### config.mk
export PLATFORM = sky130hd
export DESIGN_NAME = gpio_mb_top
export DESIGN_NICKNAME = d
export VERILOG_FILES = /design/src/rtl/gpio_mb_pkg.sv /design/src/rtl/gpio_mb_sync.sv /design/src/rtl/gpio_mb_bank.sv /design/src/rtl/gpio_mb_top.sv
export SDC_FILE = /design/constraint.sdc
export NUM_CORES = 1
export LEC_CHECK = 0
export ABC_AREA = 1
export ABC_CLOCK_PERIOD_IN_PS = 1500
export BUFFER_PORTS_ARGS = -buffer_cell sky130_fd_sc_hd__buf_2
export CORE_AREA = 2 2 190 192
export DETAILED_ROUTE_END_ITERATION = 8
export DIE_AREA = 0 0 192 194
export MAX_ROUTING_LAYER = met4
export PLACE_DENSITY_LB_ADDON = 0.1
export SLEW_MARGIN = 25
export SYNTH_ARGS = -nofsm -noshare
export SYNTH_HDL_FRONTEND = slang
export SYNTH_SLANG_ARGS = --single-unit
### constraint.sdc
create_clock -name clk -period 1.5 [get_ports clk]
set_clock_uncertainty 0.1 [all_clocks]
set_input_delay 0.225 -clock clk [delete_from_list [all_inputs] [get_ports clk]]
set_output_delay 0.225 -clock clk [all_outputs]
set_load 0.03 [all_outputs]
### src/rtl/gpio_mb_pkg.sv
package gpio_mb_pkg;
  localparam int PINS_PER_BANK = 32;
  localparam int BANK_BYTES    = 32;
  localparam int WIDTH_FIELD_W = 6;

  typedef enum logic [2:0] {
    RI_ODRAIN = 3'd0,
    RI_DATA   = 3'd1,
    RI_DIR    = 3'd2,
    RI_EPOL   = 3'd3,
    RI_EANY   = 3'd4,
    RI_MASK   = 3'd5,
    RI_LSENSE = 3'd6,
    RI_STAT   = 3'd7
  } reg_idx_e;

  function automatic logic [31:0] width_mask(input int unsigned w);
    if (w >= 32) return 32'hFFFF_FFFF;
    return (32'd1 << w) - 32'd1;
  endfunction
endpackage

### src/rtl/gpio_mb_sync.sv
module gpio_mb_sync #(
  parameter int W      = 32,
  parameter int STAGES = 2
) (
  input  logic         clk,
  input  logic         rst,
  input  logic [W-1:0] d,
  output logic [W-1:0] q
);
  logic [W-1:0] chain [STAGES];

  always_ff @(posedge clk) begin
    if (rst) begin
      for (int i = 0; i < STAGES; i++) chain[i] <= '0;
    end else begin
      chain[0] <= d;
      for (int i = 1; i < STAGES; i++) chain[i] <= chain[i-1];
    end
  end

  assign q = chain[STAGES-1];
endmodule

### src/rtl/gpio_mb_bank.sv
module gpio_mb_bank
  import gpio_mb_pkg::*;
#(
  parameter int WIDTH = 32
) (
  input  logic        clk,
  input  logic        rst,
  input  logic        wr_en,
  input  logic [2:0]  wr_idx,
  input  logic [31:0] wdata,
  input  logic [2:0]  rd_idx,
  input  logic [31:0] pin_s,
  output logic [31:0] rd_word,
  output logic [31:0] pin_out,
  output logic [31:0] pin_oe,
  output logic        pend_any
);
  localparam logic [31:0] VMASK = width_mask(WIDTH);

  generate
    if (WIDTH == 0) begin : g_empty
      logic unused_bank;
      assign unused_bank = ^{clk, rst, wr_en, wr_idx, wdata, rd_idx, pin_s};
      assign rd_word  = '0;
      assign pin_out  = '0;
      assign pin_oe   = '0;
      assign pend_any = 1'b0;
    end else begin : g_full
      logic [31:0] odrain, data, dir, epol, eany, mask, lsense, stat, prev;
      logic [31:0] rise, fall, edge_hit, lvl_hit, trig, clr;

      always_comb begin
        rise     = pin_s & ~prev;
        fall     = ~pin_s & prev;
        edge_hit = (eany & (rise | fall)) |
                   (~eany & ((epol & rise) | (~epol & fall)));
        lvl_hit  = (epol & pin_s) | (~epol & ~pin_s);
        trig     = ((lsense & lvl_hit) | (~lsense & edge_hit)) & VMASK;
        clr      = (wr_en && wr_idx == RI_STAT) ? wdata : '0;
      end

      always_ff @(posedge clk) begin
        if (rst) begin
          odrain <= '0;
          data   <= '0;
          dir    <= VMASK;
          epol   <= '0;
          eany   <= '0;
          mask   <= '0;
          lsense <= '0;
          stat   <= '0;
          prev   <= '0;
        end else begin
          prev <= pin_s & VMASK;
          stat <= ((stat & ~clr) | trig) & VMASK;
          if (wr_en) begin
            case (wr_idx)
              RI_ODRAIN: odrain <= wdata & VMASK;
              RI_DATA:   data   <= wdata & VMASK;
              RI_DIR:    dir    <= wdata & VMASK;
              RI_EPOL:   epol   <= wdata & VMASK;
              RI_EANY:   eany   <= wdata & VMASK;
              RI_MASK:   mask   <= wdata & VMASK;
              RI_LSENSE: lsense <= wdata & VMASK;
              default:   ;
            endcase
          end
        end
      end

      always_comb begin
        case (rd_idx)
          RI_ODRAIN: rd_word = odrain;
          RI_DATA:   rd_word = ((dir & pin_s) | (~dir & data)) & VMASK;
          RI_DIR:    rd_word = dir;
          RI_EPOL:   rd_word = epol;
          RI_EANY:   rd_word = eany;
          RI_MASK:   rd_word = mask;
          RI_LSENSE: rd_word = lsense;
          default:   rd_word = stat;
        endcase
      end

      assign pin_oe   = ~dir & (~odrain | ~data) & VMASK;
      assign pin_out  = ~dir & ~odrain & data & VMASK;
      assign pend_any = |(stat & mask);
    end
  endgenerate
endmodule

### src/rtl/gpio_mb_top.sv
module gpio_mb_top
  import gpio_mb_pkg::*;
#(
  parameter int NUM_BANKS = 3,
  parameter logic [NUM_BANKS*6-1:0] BANK_WIDTHS = {6'd16, 6'd0, 6'd8},
  parameter int ADDR_W = $clog2(NUM_BANKS * 32)
) (
  input  logic                    clk,
  input  logic                    rst,
  input  logic [ADDR_W-1:0]       bus_addr,
  input  logic                    bus_we,
  input  logic [31:0]             bus_wdata,
  output logic [31:0]             bus_rdata,
  input  logic [NUM_BANKS*32-1:0] pin_in,
  output logic [NUM_BANKS*32-1:0] pin_out,
  output logic [NUM_BANKS*32-1:0] pin_oe,
  output logic                    irq_out,
  output logic                    wake_out
);
  localparam int NPINS  = NUM_BANKS * PINS_PER_BANK;
  localparam int BSEL_W = (ADDR_W > 5) ? ADDR_W - 5 : 1;

  logic [BSEL_W+4:0] addr_x;
  logic [BSEL_W-1:0] bank_sel;
  logic [2:0]        reg_sel;
  logic              unused_addr_lsb;
  logic [NPINS-1:0]  pin_s;
  logic [31:0]       bank_rd [NUM_BANKS];
  logic [NUM_BANKS-1:0] pend_vec;
  logic [31:0]       rdata_n;

  assign addr_x          = (BSEL_W + 5)'(bus_addr);
  assign bank_sel        = addr_x[BSEL_W+4:5];
  assign reg_sel         = addr_x[4:2];
  assign unused_addr_lsb = ^addr_x[1:0];

  gpio_mb_sync #(.W(NPINS), .STAGES(2)) u_sync (
    .clk(clk), .rst(rst), .d(pin_in), .q(pin_s)
  );

  for (genvar b = 0; b < NUM_BANKS; b++) begin : g_bank
    localparam int RAW = int'(BANK_WIDTHS[b*6 +: 6]);
    localparam int BW  = (RAW > 32) ? 32 : RAW;
    logic wr_here;
    assign wr_here = bus_we && (bank_sel == BSEL_W'(b));
    gpio_mb_bank #(.WIDTH(BW)) u_bank (
      .clk(clk), .rst(rst),
      .wr_en(wr_here), .wr_idx(reg_sel), .wdata(bus_wdata),
      .rd_idx(reg_sel), .pin_s(pin_s[b*32 +: 32]),
      .rd_word(bank_rd[b]),
      .pin_out(pin_out[b*32 +: 32]), .pin_oe(pin_oe[b*32 +: 32]),
      .pend_any(pend_vec[b])
    );
  end

  always_comb begin
    rdata_n = '0;
    for (int b = 0; b < NUM_BANKS; b++)
      if (bank_sel == BSEL_W'(b)) rdata_n = bank_rd[b];
  end

  always_ff @(posedge clk) begin
    if (rst) begin
      bus_rdata <= '0;
      irq_out   <= 1'b0;
      wake_out  <= 1'b0;
    end else begin
      bus_rdata <= rdata_n;
      irq_out   <= |pend_vec;
      wake_out  <= |pend_vec;
    end
  end
endmodule

# --- Yosys cells after proc, flatten, opt, wreduce, memory -nomap -nowiden ---
# Memory sizes are Yosys's and may differ from the RTL's.
# Cells that the tools add are included.
# Widths: inputs -> output; s select.
classes:
  n_lt_le_gt_ge: 0
  add_sub_neg: 0
  n_mul: 0
  reduce_logical: 21
  shift: 0
  n_div: 0
  bitwise_logic: 70
  n_eq_ne: 9
  n_mux: 12
op_table:
  columns: ["operator", "n"]
  rows:
  - ["$and 16x16->16", 17]
  - ["$mux 96", 2]
  - ["$not 16->16", 9]
  - ["$and 8x8->8", 17]
  - ["$or 16x16->16", 8]
  - ["$pmux 16 s7", 1]
  - ["$mux 32", 3]
  - ["$not 8->8", 9]
  - ["$or 8x8->8", 8]
  - ["$reduce_or 64->1", 1]
  - ["$pmux 8 s7", 1]
  - ["$reduce_and 2->1", 14]
  - ["$mux 16", 1]
  - ["$eq 3x3->1 const B", 4]
  - ["$mux 8", 1]
  - ["$eq 3x2->1 const B", 2]
  - ["$logic_and 1x1->1", 4]
  - ["$eq 3x1->1 const B", 1]
  - ["$logic_not 3->1", 1]
  - ["$mux 1", 3]
  - ["$eq 2x1->1 const B", 1]
  - ["$eq 2x2->1 const B", 1]
  - ["$logic_not 2->1", 1]
  - ["$or 1x1->1", 2]
totals:
  ramBits: 192
  rom_bits: 0
  reg_bits: 249
  latchBits: 0
  in_bits: 138
  mem_count: 1
memory_table:
  columns: ["name", "depth", "width", "rd", "rd_ports_with_merged_regs", "wr", "line", "rtl"]
  rows:
  - ["u_sync.chain", 2, 96, 2, 0, 2, "gpio_mb_sync.sv:10", "logic [W-1:0] chain [STAGES];"]

# --- Longest topological paths before layout ---
# Gate-level depths: netlist of the first run.
# An unclocked memory read counts as a cell.
logic_depth:
  depth_word: 10
  mapped_depth: 11

# --- Hierarchy ---
# A second synthesis of the first run with hierarchy kept.
hier_totals:
  cells_unflattened: 2978
  hier_area_um2: 21335.5
modules_own_cells:
  columns: ["module", "seq_area_each_um2", "area_per_inst_um2", "cells_per_inst", "n_inst"]
  rows:
  - ["gpio_mb_bank (g_bank[2].u_bank)", 2882.8, 8129.0, 1251, 1]
  - ["gpio_mb_sync", 3843.7, 6236.0, 693, 1]
  - ["gpio_mb_bank (g_bank[0].u_bank)", 1441.4, 4528.1, 680, 1]
  - ["gpio_mb_top", 660.6, 1710.4, 256, 1]
  - ["gpio_mb_bank (g_bank[1].u_bank)", 0.0, 732.0, 98, 1]

# --- Least setup slack after synthesis of the first run ---
# OpenSTA, ideal clock, no wires.
synth_path:
  path_type: "input-to-reg"
  from: "input bus_addr[4]"
  to: "register g_bank[2].u_bank.g_full.odrain[11]"
  t_arrival_ps: 1326
  path_buffers: 3
  path_stages: 8
  required_ps: 1330
  setup_slack_ps: 4
  cell_sequence: "buf_2 inv_2 buf_4 nand2_1 nor2_1 buf_2 o21ai_0 a21oi_1"
synth_between:
  elab_chain_len: 2
synth_rtl:
  columns: ["item", "line", "rtl"]
  rows:
  - ["from (decl)", "gpio_mb_top.sv:10", "input logic [ADDR_W-1:0] bus_addr,"]
  - ["$logic_not 3->1", "gpio_mb_bank.sv:57", "case (wr_idx)"]
  - ["$reduce_and 2->1 (no line)", null, null]
  - ["to (signal assigned)", "gpio_mb_bank.sv:58", "RI_ODRAIN: odrain <= wdata & VMASK;"]
  - ["to (decl)", "gpio_mb_bank.sv:29", "logic [31:0] odrain, data, dir, epol, eany, mask, lsense, stat, prev;"]
# Every way passes these cells.
# A chain may end at the register's enable or synchronous reset.

# --- Worst setup path in the final report of the first run ---
layout_path:
  from: "register g_bank[2].u_bank.g_full.dir[7]"
  to: "output pin_out[71]"
layout_between:
  elab_chain_len: 3
layout_rtl:
  columns: ["item", "line", "rtl"]
  rows:
  - ["from (decl)", "gpio_mb_bank.sv:29", null]
  - ["from (signal assigned)", "gpio_mb_bank.sv:60", "RI_DIR: dir <= wdata & VMASK;"]
  - ["$not 16->16", "gpio_mb_bank.sv:85", "assign pin_out = ~dir & ~odrain & data & VMASK;"]
  - ["$and 16x16->16 (2 in series)", "gpio_mb_bank.sv:85", null]
  - ["to (decl)", "gpio_mb_top.sv:15", "output logic [NUM_BANKS*32-1:0] pin_out,"]
# Every way passes these cells.

==> impl_results.rst, run 1 <==
.. list-table::
   :header-rows: 1

   * - Metric
     - Value
   * - Run status
     - complete, but fails checks
   * - Violations in the final reports
     - setup timing
   * - Routed length per placed instance
     - 17.5 µm
   * - Number of max-cap violations
     - 0
   * - End of the worst hold path
     - u_sync.chain[0][101]
   * - Register-to-Register Path Depth
     - 6
   * - Worst hold path depth
     - 3
   * - Detailed-router iteration count before antenna repair
     - 5
   * - Class of the tightest hold or removal check
     - input port to register
   * - Worst Max-Slew Pin Slew
     - 0.504 ns
   * - Area of the core region
     - 0.0352 mm²
   * - Fraction of registers with async set or reset after synthesis
     - 0%
   * - P per Cell Area
     - 1030 mW/mm²
   * - Number of levels the H-tree was split into
     - 2
   * - Warnings, synthesis
     - 0
   * - Overall global routing resource usage
     - 25.2%
   * - Fin. Hold Viols
     - 0
   * - Leakage dissipation
     - 8.22 nW
   * - Standard-cell row count
     - 69
   * - Ant diodes
     - 0
   * - HPWL Detailed
     - 32300 µm
   * - IO buf count
     - 113
   * - Required time of the worst setup path
     - 1.17 ns
   * - Clock tree from TritonCTS
     - yes
   * - Unrepaired setup endpoints after global routing
     - true
   * - Routed via count divided by cell count
     - 4.98
   * - Final critical-path share of the clock period
     - 114%
   * - Worst reg-to-reg setup slack
     - -0.02 ns
   * - Pins Over Slew Limit
     - 0
   * - Starting density of the core
     - 39.5%
   * - Count of endpoints failing setup in the final report
     - 39
   * - Minimum setup slack after placement
     - -0.346 ns
   * - Die width
     - 192 µm
   * - RePlAce Congestion
     - 0.890
   * - Post-synth EDFFs
     - 0
   * - Area Growth Syn to Fin
     - 31.0%
   * - Number of antenna violations at the first check in global routing
     - 0
   * - Slew headroom
     - 66.4%
   * - Data arrival, critical path
     - 1.38 ns
   * - Number of instances in the synthesized netlist
     - 1911
   * - Average cell area after synthesis
     - 7.28 µm²
   * - Total wire length
     - 46700 µm
   * - Post-synthesis cell type with the largest combined area
     - sky130_fd_sc_hd__dfxtp_1
   * - Worst Hold Launch
     - rst
   * - IO Count
     - 364
   * - Antenna-violating nets left
     - 0
   * - Time the final worst path needs with I/O delays and setup
     - 1.70 ns
   * - Maximum number of buffers from clock root to sink
     - 3
   * - Die area
     - 0.0372 mm²
   * - Clk root buf
     - sky130_fd_sc_hd__clkbuf_16
   * - Sink count of the clock tree
     - 281
   * - Largest driver fanout on the critical path
     - 5
   * - Total congestion overflow after global routing
     - 0
   * - Final WS setup
     - -0.204 ns
   * - Crit. End Element
     - output pin
   * - Number of global-route vias before repair
     - 12300
   * - Most area-consuming cells after synthesis
     - sky130_fd_sc_hd__dfxtp_1, sky130_fd_sc_hd__a21oi_1, sky130_fd_sc_hd__o21ai_0, sky130_fd_sc_hd__buf_4, sky130_fd_sc_hd__nand2_1
   * - Final net count
     - 2368
   * - Post-synth design cell area
     - 0.0139 mm²
   * - Maximum frequency from static timing analysis
     - 587 MHz
   * - Chip height
     - 194 µm
   * - Share of final-layout standard cells stronger than drive strength 1
     - 24.4%
   * - Synth cell types
     - 29
   * - Beginning of the critical path
     - g_bank[2].u_bank.g_full.dir[7]
   * - Max IR drop VDD
     - 0.667 mV
   * - Total design power
     - 18.7 mW
   * - Clock slew at reported path FFs
     - 0.06 ns
   * - Largest net degree at the start of global routing
     - 60
   * - Total via count after detailed routing
     - 13300
   * - Reg-to-Reg End
     - bus_rdata[8]
   * - Wire length of the first global-routing pass
     - 70800 µm
   * - Clock buffer count from CTS
     - 35
   * - Sequential fraction of the synthesis area
     - 40.4%
   * - WS Path Type
     - register to output pin
   * - Clock latency on the worst-skew pair
     - 0.53 ns
   * - Sort of element at the start of the critical path
     - register
   * - Worst hold slack
     - 0.115 ns
   * - Ys flop type
     - sky130_fd_sc_hd__dfxtp_1
   * - Remaining design rule violation count
     - 0
   * - Share of Yosys cell area claimed by the top area cell type
     - 40.4%
   * - Number of synthesized register bits
     - 281
   * - DRT iter0 DRCs
     - 874
   * - Reg-to-Reg Start
     - g_bank[2].u_bank.g_full.dir[8]
==> power by group <==
part / leakage, nW / internal, mW / switching, mW / total (mW)
Sequential: 2.31 / 7.61 / 0.161 / 7.77
Clock: 0.603 / 5.57 / 3.38 / 8.95
Combinational: 5.31 / 0.585 / 1.44 / 2.03
==> timing repair <==
| action | 4_1_cts | 5_1_grt |
|---|---|---|
| hold endpoints to repair | 61 | 0 |
| hold buffers | 40 | 0 |
| resized for setup | 274 | 62 |
| gates cloned | 0 | 0 |
| pin swaps | 41 | 29 |
| setup buffers | 35 | 24 |
| endpoints found under the setup margin | 49 | 54 |
==> area by class of cell <==
class / count / area (µm²)
Sequential cell: 281 / 5790
Inverter: 219 / 840
Multi-Input combinational cell: 1317 / 6940
Timing Repair Buffer: 328 / 2860
Fill cell: 3410 / 17000
Clock inverter: 15 / 218
Clock buffer: 48 / 1000
Tap cell: 461 / 577
==> worst max path at each step <==
| stage | endpoint |
|---|---|
| floorplan | g_bank[2].u_bank.g_full.odrain[11] |
| global placement | bus_rdata[1] |
| detailed placement | bus_rdata[1] |
| CTS | pin_out[71] |
| global route | pin_out[71] |
| finish | pin_out[71] |
==> worst max-delay path, stage by stage (launching register included) <==
cell                      delay [ns]
sky130_fd_sc_hd__dfxtp_4        0.37
sky130_fd_sc_hd__nor3_4         0.22
sky130_fd_sc_hd__buf_6          0.13
sky130_fd_sc_hd__buf_6          0.12
==> cell usage in the layout, fill, tap and decap left out, types with 28 or more instances in the layout <==
cell / instances
sky130_fd_sc_hd__ha_1: 48
sky130_fd_sc_hd__dfxtp_4: 28
sky130_fd_sc_hd__dfxtp_2: 51
sky130_fd_sc_hd__buf_6: 44
sky130_fd_sc_hd__nor2_1: 154
sky130_fd_sc_hd__nand3_1: 41
sky130_fd_sc_hd__dlygate4sd3_1: 40
sky130_fd_sc_hd__inv_1: 188
sky130_fd_sc_hd__buf_2: 64
sky130_fd_sc_hd__dfxtp_1: 202
sky130_fd_sc_hd__nand2_1: 227
sky130_fd_sc_hd__clkbuf_16: 35
sky130_fd_sc_hd__o21ai_0: 263
sky130_fd_sc_hd__buf_4: 157
sky130_fd_sc_hd__a21oi_1: 245
sky130_fd_sc_hd__conb_1: 160
==> layer usage <==
layer	vias up	wire length [µm]	track usage (%)
li1	6517	-	-
met1	6133	21200	34.1
met2	530	21100	38.3
met3	101	2930	4.13
met4	0	1440	8.37
met5	-	0	-
==> cell usage after synthesis, drive strengths merged, types with 10 or more instances <==
| library cell | instances |
|---|---|
| a21oi | 269 |
| a32oi | 10 |
| buf | 194 |
| clkbuf | 59 |
| dfxtp | 281 |
| ha | 48 |
| inv | 219 |
| nand2 | 245 |
| nand3 | 42 |
| nand3b | 10 |
| nand4 | 24 |
| nor2 | 185 |
| nor3 | 14 |
| o21ai | 270 |
| o22ai | 12 |
| xnor2 | 10 |
==> state kept, by name (all words and copies together) (netlist names) <==
signal	flops
g_bank.u_bank.g_full.data	24
g_bank.u_bank.g_full.stat	24
bus_rdata	16
g_bank.u_bank.g_full.mask	24
g_bank.u_bank.g_full.dir	24
g_bank.u_bank.g_full.odrain	24
g_bank.u_bank.g_full.prev	24
g_bank.u_bank.g_full.eany	24
u_sync.chain	48
g_bank.u_bank.g_full.epol	24
wake_out	1
g_bank.u_bank.g_full.lsense	24
==> through the flow <==
step	utilization (%)	setup TNS, ns	instances	area (µm²)
floorplan	-	0	2070	14500
global placement	43.2	-34.26	2507	15200
detailed placement	43.2	-35.96	2507	15200
CTS	50.7	-3.07	2645	17800
global route	51.7	-3.51	2669	18200
finish	51.7	-2.26	2669	18200
==> cell families after synthesis <==
| family | count (synthesis) | share of synthesized area [%] |
|---|---|---|
| adders and majority gates | 48 | 4.32 |
| xor gates and xnor gates | 10 | 0.629 |
| other | 1 | 0.0270 |
| AOI/OAI and AO/OA | 579 | 21.5 |
| and+or+nand+nor | 520 | 15.7 |
| buffers and inverters | 472 | 17.4 |
| DFF | 281 | 40.4 |
Note: power is estimated with default switching activity, not from simulation.
==> inputs of run 2 (changes only) <==
--- a/config.mk
+++ b/config.mk
@@ -5,12 +5,12 @@
 export SDC_FILE = /design/constraint.sdc
 export NUM_CORES = 1
 export LEC_CHECK = 0
-export ABC_AREA = 1
 export ABC_CLOCK_PERIOD_IN_PS = 1500
 export BUFFER_PORTS_ARGS = -buffer_cell sky130_fd_sc_hd__buf_2
-export CORE_AREA = 2 2 190 192
+export CORE_AREA = 2 2 192 194
+export CTS_BUF_LIST = sky130_fd_sc_hd__clkbuf_4
 export DETAILED_ROUTE_END_ITERATION = 8
-export DIE_AREA = 0 0 192 194
+export DIE_AREA = 0 0 194 196
 export MAX_ROUTING_LAYER = met4
 export PLACE_DENSITY_LB_ADDON = 0.1
 export SLEW_MARGIN = 25
==> impl_results.rst, run 2 <==
.. list-table::
   :header-rows: 1

   * - Metric
     - Value
   * - Fraction of registers with async set or reset after synthesis
     - 0% (unchanged)
   * - Unrepaired setup endpoints after global routing
     - true
   * - Worst hold slack
     - 0.0978 ns (-0.0174 ns)
   * - Clk root buf
     - sky130_fd_sc_hd__clkbuf_4
   * - Maximum number of buffers from clock root to sink
     - 3 (unchanged)
   * - Fin. Hold Viols
     - 0 (unchanged)
   * - RePlAce Congestion
     - 0.842 (-5.4%)
   * - Total wire length
     - 46100 µm (-1.3%)
   * - Routed via count divided by cell count
     - 5.02 (+0.89%)
   * - Area of the multi-input gates
     - 0.00805 mm² (+16%)
   * - Antenna-violating nets left
     - 0 (unchanged)
   * - Sort of element at the start of the critical path
     - register
   * - End of the worst hold path
     - bus_rdata[14]
   * - Starting density of the core
     - 39.4% (-0.14 points)
   * - P per Cell Area
     - 874 mW/mm² (-15%)
   * - Clock latency on the worst-skew pair
     - 0.75 ns (+0.22 ns)
   * - Wire length of the first global-routing pass
     - 69100 µm (-2.5%)
   * - Fill cell total of the finished layout
     - 3476 (+1.9%)
   * - Pins Over Slew Limit
     - 0 (unchanged)
   * - Total congestion overflow after global routing
     - 0 (unchanged)
   * - Reg-to-Reg End
     - bus_rdata[6]
   * - Area Growth Syn to Fin
     - 34.5%
   * - Number of max-cap violations
     - 0 (unchanged)
   * - Final critical-path share of the clock period
     - 125% (+11 points)
   * - Minimum setup slack after placement
     - -0.474 ns (-0.128 ns)
   * - Sequential fraction of the synthesis area
     - 39.6% (-0.83 points)
   * - Average cell area after synthesis
     - 8.60 µm² (+18%)
   * - WS Path Type
     - register to output pin
   * - Run status
     - complete, but fails checks
   * - Number of levels the H-tree was split into
     - 3 (+1)
   * - Worst Hold Launch
     - bus_addr[5]
   * - Most area-consuming cells after synthesis
     - sky130_fd_sc_hd__dfxtp_1, sky130_fd_sc_hd__buf_4, sky130_fd_sc_hd__mux2i_1, sky130_fd_sc_hd__nand2_1, sky130_fd_sc_hd__a21oi_1
   * - IO Count
     - 364 (unchanged)
   * - Maximum frequency from static timing analysis
     - 534 MHz (-9.1%)
   * - Standard-cell row count
     - 70 (+1.4%)
   * - Clock tree from TritonCTS
     - yes
   * - Register name with the most flops
     - u_sync.chain
   * - Final core area utilization
     - 52.9% (+1.2 points)
   * - Final net count
     - 2204 (-6.9%)
   * - Reg-to-Reg Start
     - g_bank[2].u_bank.g_full.dir[6]
   * - Worst hold path depth
     - 5 (+2)
   * - Post-synth design cell area
     - 0.0142 mm² (+2.1%)
   * - Total via count after detailed routing
     - 12700 (-4.2%)
   * - Required time of the worst setup path
     - 1.17 ns (about the same)
   * - Time the final worst path needs with I/O delays and setup
     - 1.87 ns (+0.170 ns)
   * - Slew headroom
     - 49.3% (-17 points)
   * - Number of antenna violations at the first check in global routing
     - 1 (+1)
   * - Class of the tightest hold or removal check
     - input port to register
   * - Clock buffer count from CTS
     - 82 (+130%)
   * - Worst Max-Slew Pin Slew
     - 0.759 ns (+0.255 ns)
   * - Worst reg-to-reg setup slack
     - 0.03 ns (+0.05 ns)
   * - DRT iter0 DRCs
     - 749 (-14%)
   * - Leading cell types by count after synthesis
     - sky130_fd_sc_hd__dfxtp_1, sky130_fd_sc_hd__nand2_1, sky130_fd_sc_hd__buf_4
   * - Detailed-router iteration count before antenna repair
     - 5 (unchanged)
   * - Post-synthesis cell type with the largest combined area
     - sky130_fd_sc_hd__dfxtp_1
   * - Share of Yosys cell area claimed by the top area cell type
     - 39.6% (-0.83 points)
   * - Crit. End Element
     - output pin
   * - Routed length per placed instance
     - 18.2 µm (+4.0%)
   * - Die area
     - 0.0380 mm² (+2.1%)
   * - IO buf count
     - 113 (unchanged)
   * - Number of synthesized register bits
     - 281 (unchanged)
   * - Cell type with the highest occurrence count on the critical path
     - sky130_fd_sc_hd__buf_6
   * - Chip height
     - 196 µm (+1.0%)
   * - Area of the core region
     - 0.0361 mm² (+2.4%)
   * - Synth cell types
     - 45 (+55%)
   * - Most common cell after layout, fill and taps aside
     - sky130_fd_sc_hd__nand2_1
   * - Number of global-route vias before repair
     - 12300 (+0.016%)
   * - Largest net degree at the start of global routing
     - 114 (+90%)
   * - Largest register FFs
     - 48 (unchanged)
   * - Buffers & Inverters on Critical Path
     - 2 (unchanged)
   * - Overall global routing resource usage
     - 24.0% (-1.3 points)
   * - Sequential cell area
     - 0.00584 mm² (+0.78%)
   * - Warnings, synthesis
     - 0 (unchanged)
   * - Violations in the final reports
     - setup timing
   * - Most instantiated library cell after synthesis
     - sky130_fd_sc_hd__dfxtp_1
   * - Ys flop type
     - sky130_fd_sc_hd__dfxtp_1
   * - CP top delay family
     - flip-flops
   * - Beginning of the critical path
     - g_bank[2].u_bank.g_full.dir[1]
   * - Largest driver fanout on the critical path
     - 3 (-2)
   * - Max IR drop VDD
     - 0.485 mV (-27%)
   * - Critical Path Max Stage Delay
     - 0.33 ns (-0.04 ns)
   * - Share of final-layout standard cells stronger than drive strength 1
     - 32.4% (+8.0 points)
   * - Register-to-Register Path Depth
     - 6 (unchanged)
   * - Post-synth EDFFs
     - 0 (unchanged)
   * - HPWL Detailed
     - 30900 µm (-4.5%)
   * - Data arrival, critical path
     - 1.55 ns (+0.17 ns)
   * - Count of endpoints failing setup in the final report
     - 68 (+74%)
   * - Remaining design rule violation count
     - 0 (unchanged)
   * - Final WS setup
     - -0.374 ns (-0.170 ns)
   * - Critical-path top delay cell
     - sky130_fd_sc_hd__dfxtp_2
   * - Die width
     - 194 µm (+1.0%)
   * - Most used cells in the layout excluding fill and tap cells
     - sky130_fd_sc_hd__nand2_1, sky130_fd_sc_hd__buf_4, sky130_fd_sc_hd__dfxtp_1
   * - Critical Path, Cell by Cell
     - buf_6 -> nor3b_4 -> buf_6
   * - Leakage dissipation
     - 7.85 nW (-4.5%)
   * - Number of instances in the synthesized netlist
     - 1652 (-14%)
   * - Clock slew at reported path FFs
     - 0.06 ns (about the same)
   * - Sink count of the clock tree
     - 281 (unchanged)
run 2: final cells by class:
cell class	count	share of cell area, %
Antenna cell	1	0.0131
Tap cell	468	3.07
Clock buffer	117	4.60
Inverter	66	1.31
Clock inverter	14	0.275
Timing Repair Buffer	386	18.0
Sequential cell	281	30.6
Multi-Input combinational cell	1201	42.2
run 2: timing repair:
item	in CTS	in global routing
hold buffers	57	10
setup endpoints to repair	73	120
buffers inserted	44	13
endpoints found under the hold margin	263	81
resized for setup	289	106
pin swaps	36	28
run 2: cells by family (layout without fill, tap and decap cells):
logic type      Yosys count  in the layout  synth area share [%]
fa+ha+maj                48             48                  4.23
buf+inv                 329            583                  13.2
mux                     118            118                  8.79
simple gates            499            499                  17.0
flops                   281            281                  39.6
compound gates          352            352                  15.6
other cells               1            161                0.0264
xor+xnor                 24             24                  1.48
run 2: layer usage:
layer	up-vias	global-route usage (%)	share of wire [%]	wire, µm
met5	-	-	0	0
met4	0	8.28	2.4	1100
met3	72	4.62	6.0	2750
met2	431	38.9	48	22200
met1	6123	29.9	44	20100
li1	6095	-	-	-
run 2: report_power, final:
part / internal, mW / switching (mW) / leakage, nW
Combinational: 0.786 / 1.45 / 4.97
Sequential: 7.58 / 0.146 / 2.32
Clock: 3.52 / 3.23 / 0.563
run 2: worst max path at each step:
stage                                            endpoint  slack, ns  cells past startpoint
after floorplan           g_bank[2].u_bank.g_full.mask[6]      -0.07                      5
after global placement     g_bank[0].u_bank.g_full.dir[3]      -0.50                      7
after detailed placement   g_bank[0].u_bank.g_full.dir[2]      -0.47                      7
after CTS                                     pin_out[66]      -0.43                      3
after global routing                          pin_out[65]      -0.46                      3
final                                         pin_out[65]      -0.37                      3
run 2: tightest hold or removal path: stages:
cell and delay (ns):
sky130_fd_sc_hd__buf_2 0.18, sky130_fd_sc_hd__buf_4 0.16, sky130_fd_sc_hd__nor3b_2 0.06, sky130_fd_sc_hd__buf_12 0.15
sky130_fd_sc_hd__o221a_1 0.12
run 2: metrics by stage:
stage	cell area, µm²	setup TNS, ns	cells	power, mW
after global routing	19100	-19.43	2534	17.6
after detailed placement	15800	-50.60	2292	9.87
final	19100	-15.00	2534	16.7
after global placement	15800	-48.97	2292	9.86
after floorplan	14900	-1.46	1811	9.52
after CTS	18500	-22.25	2514	16.8
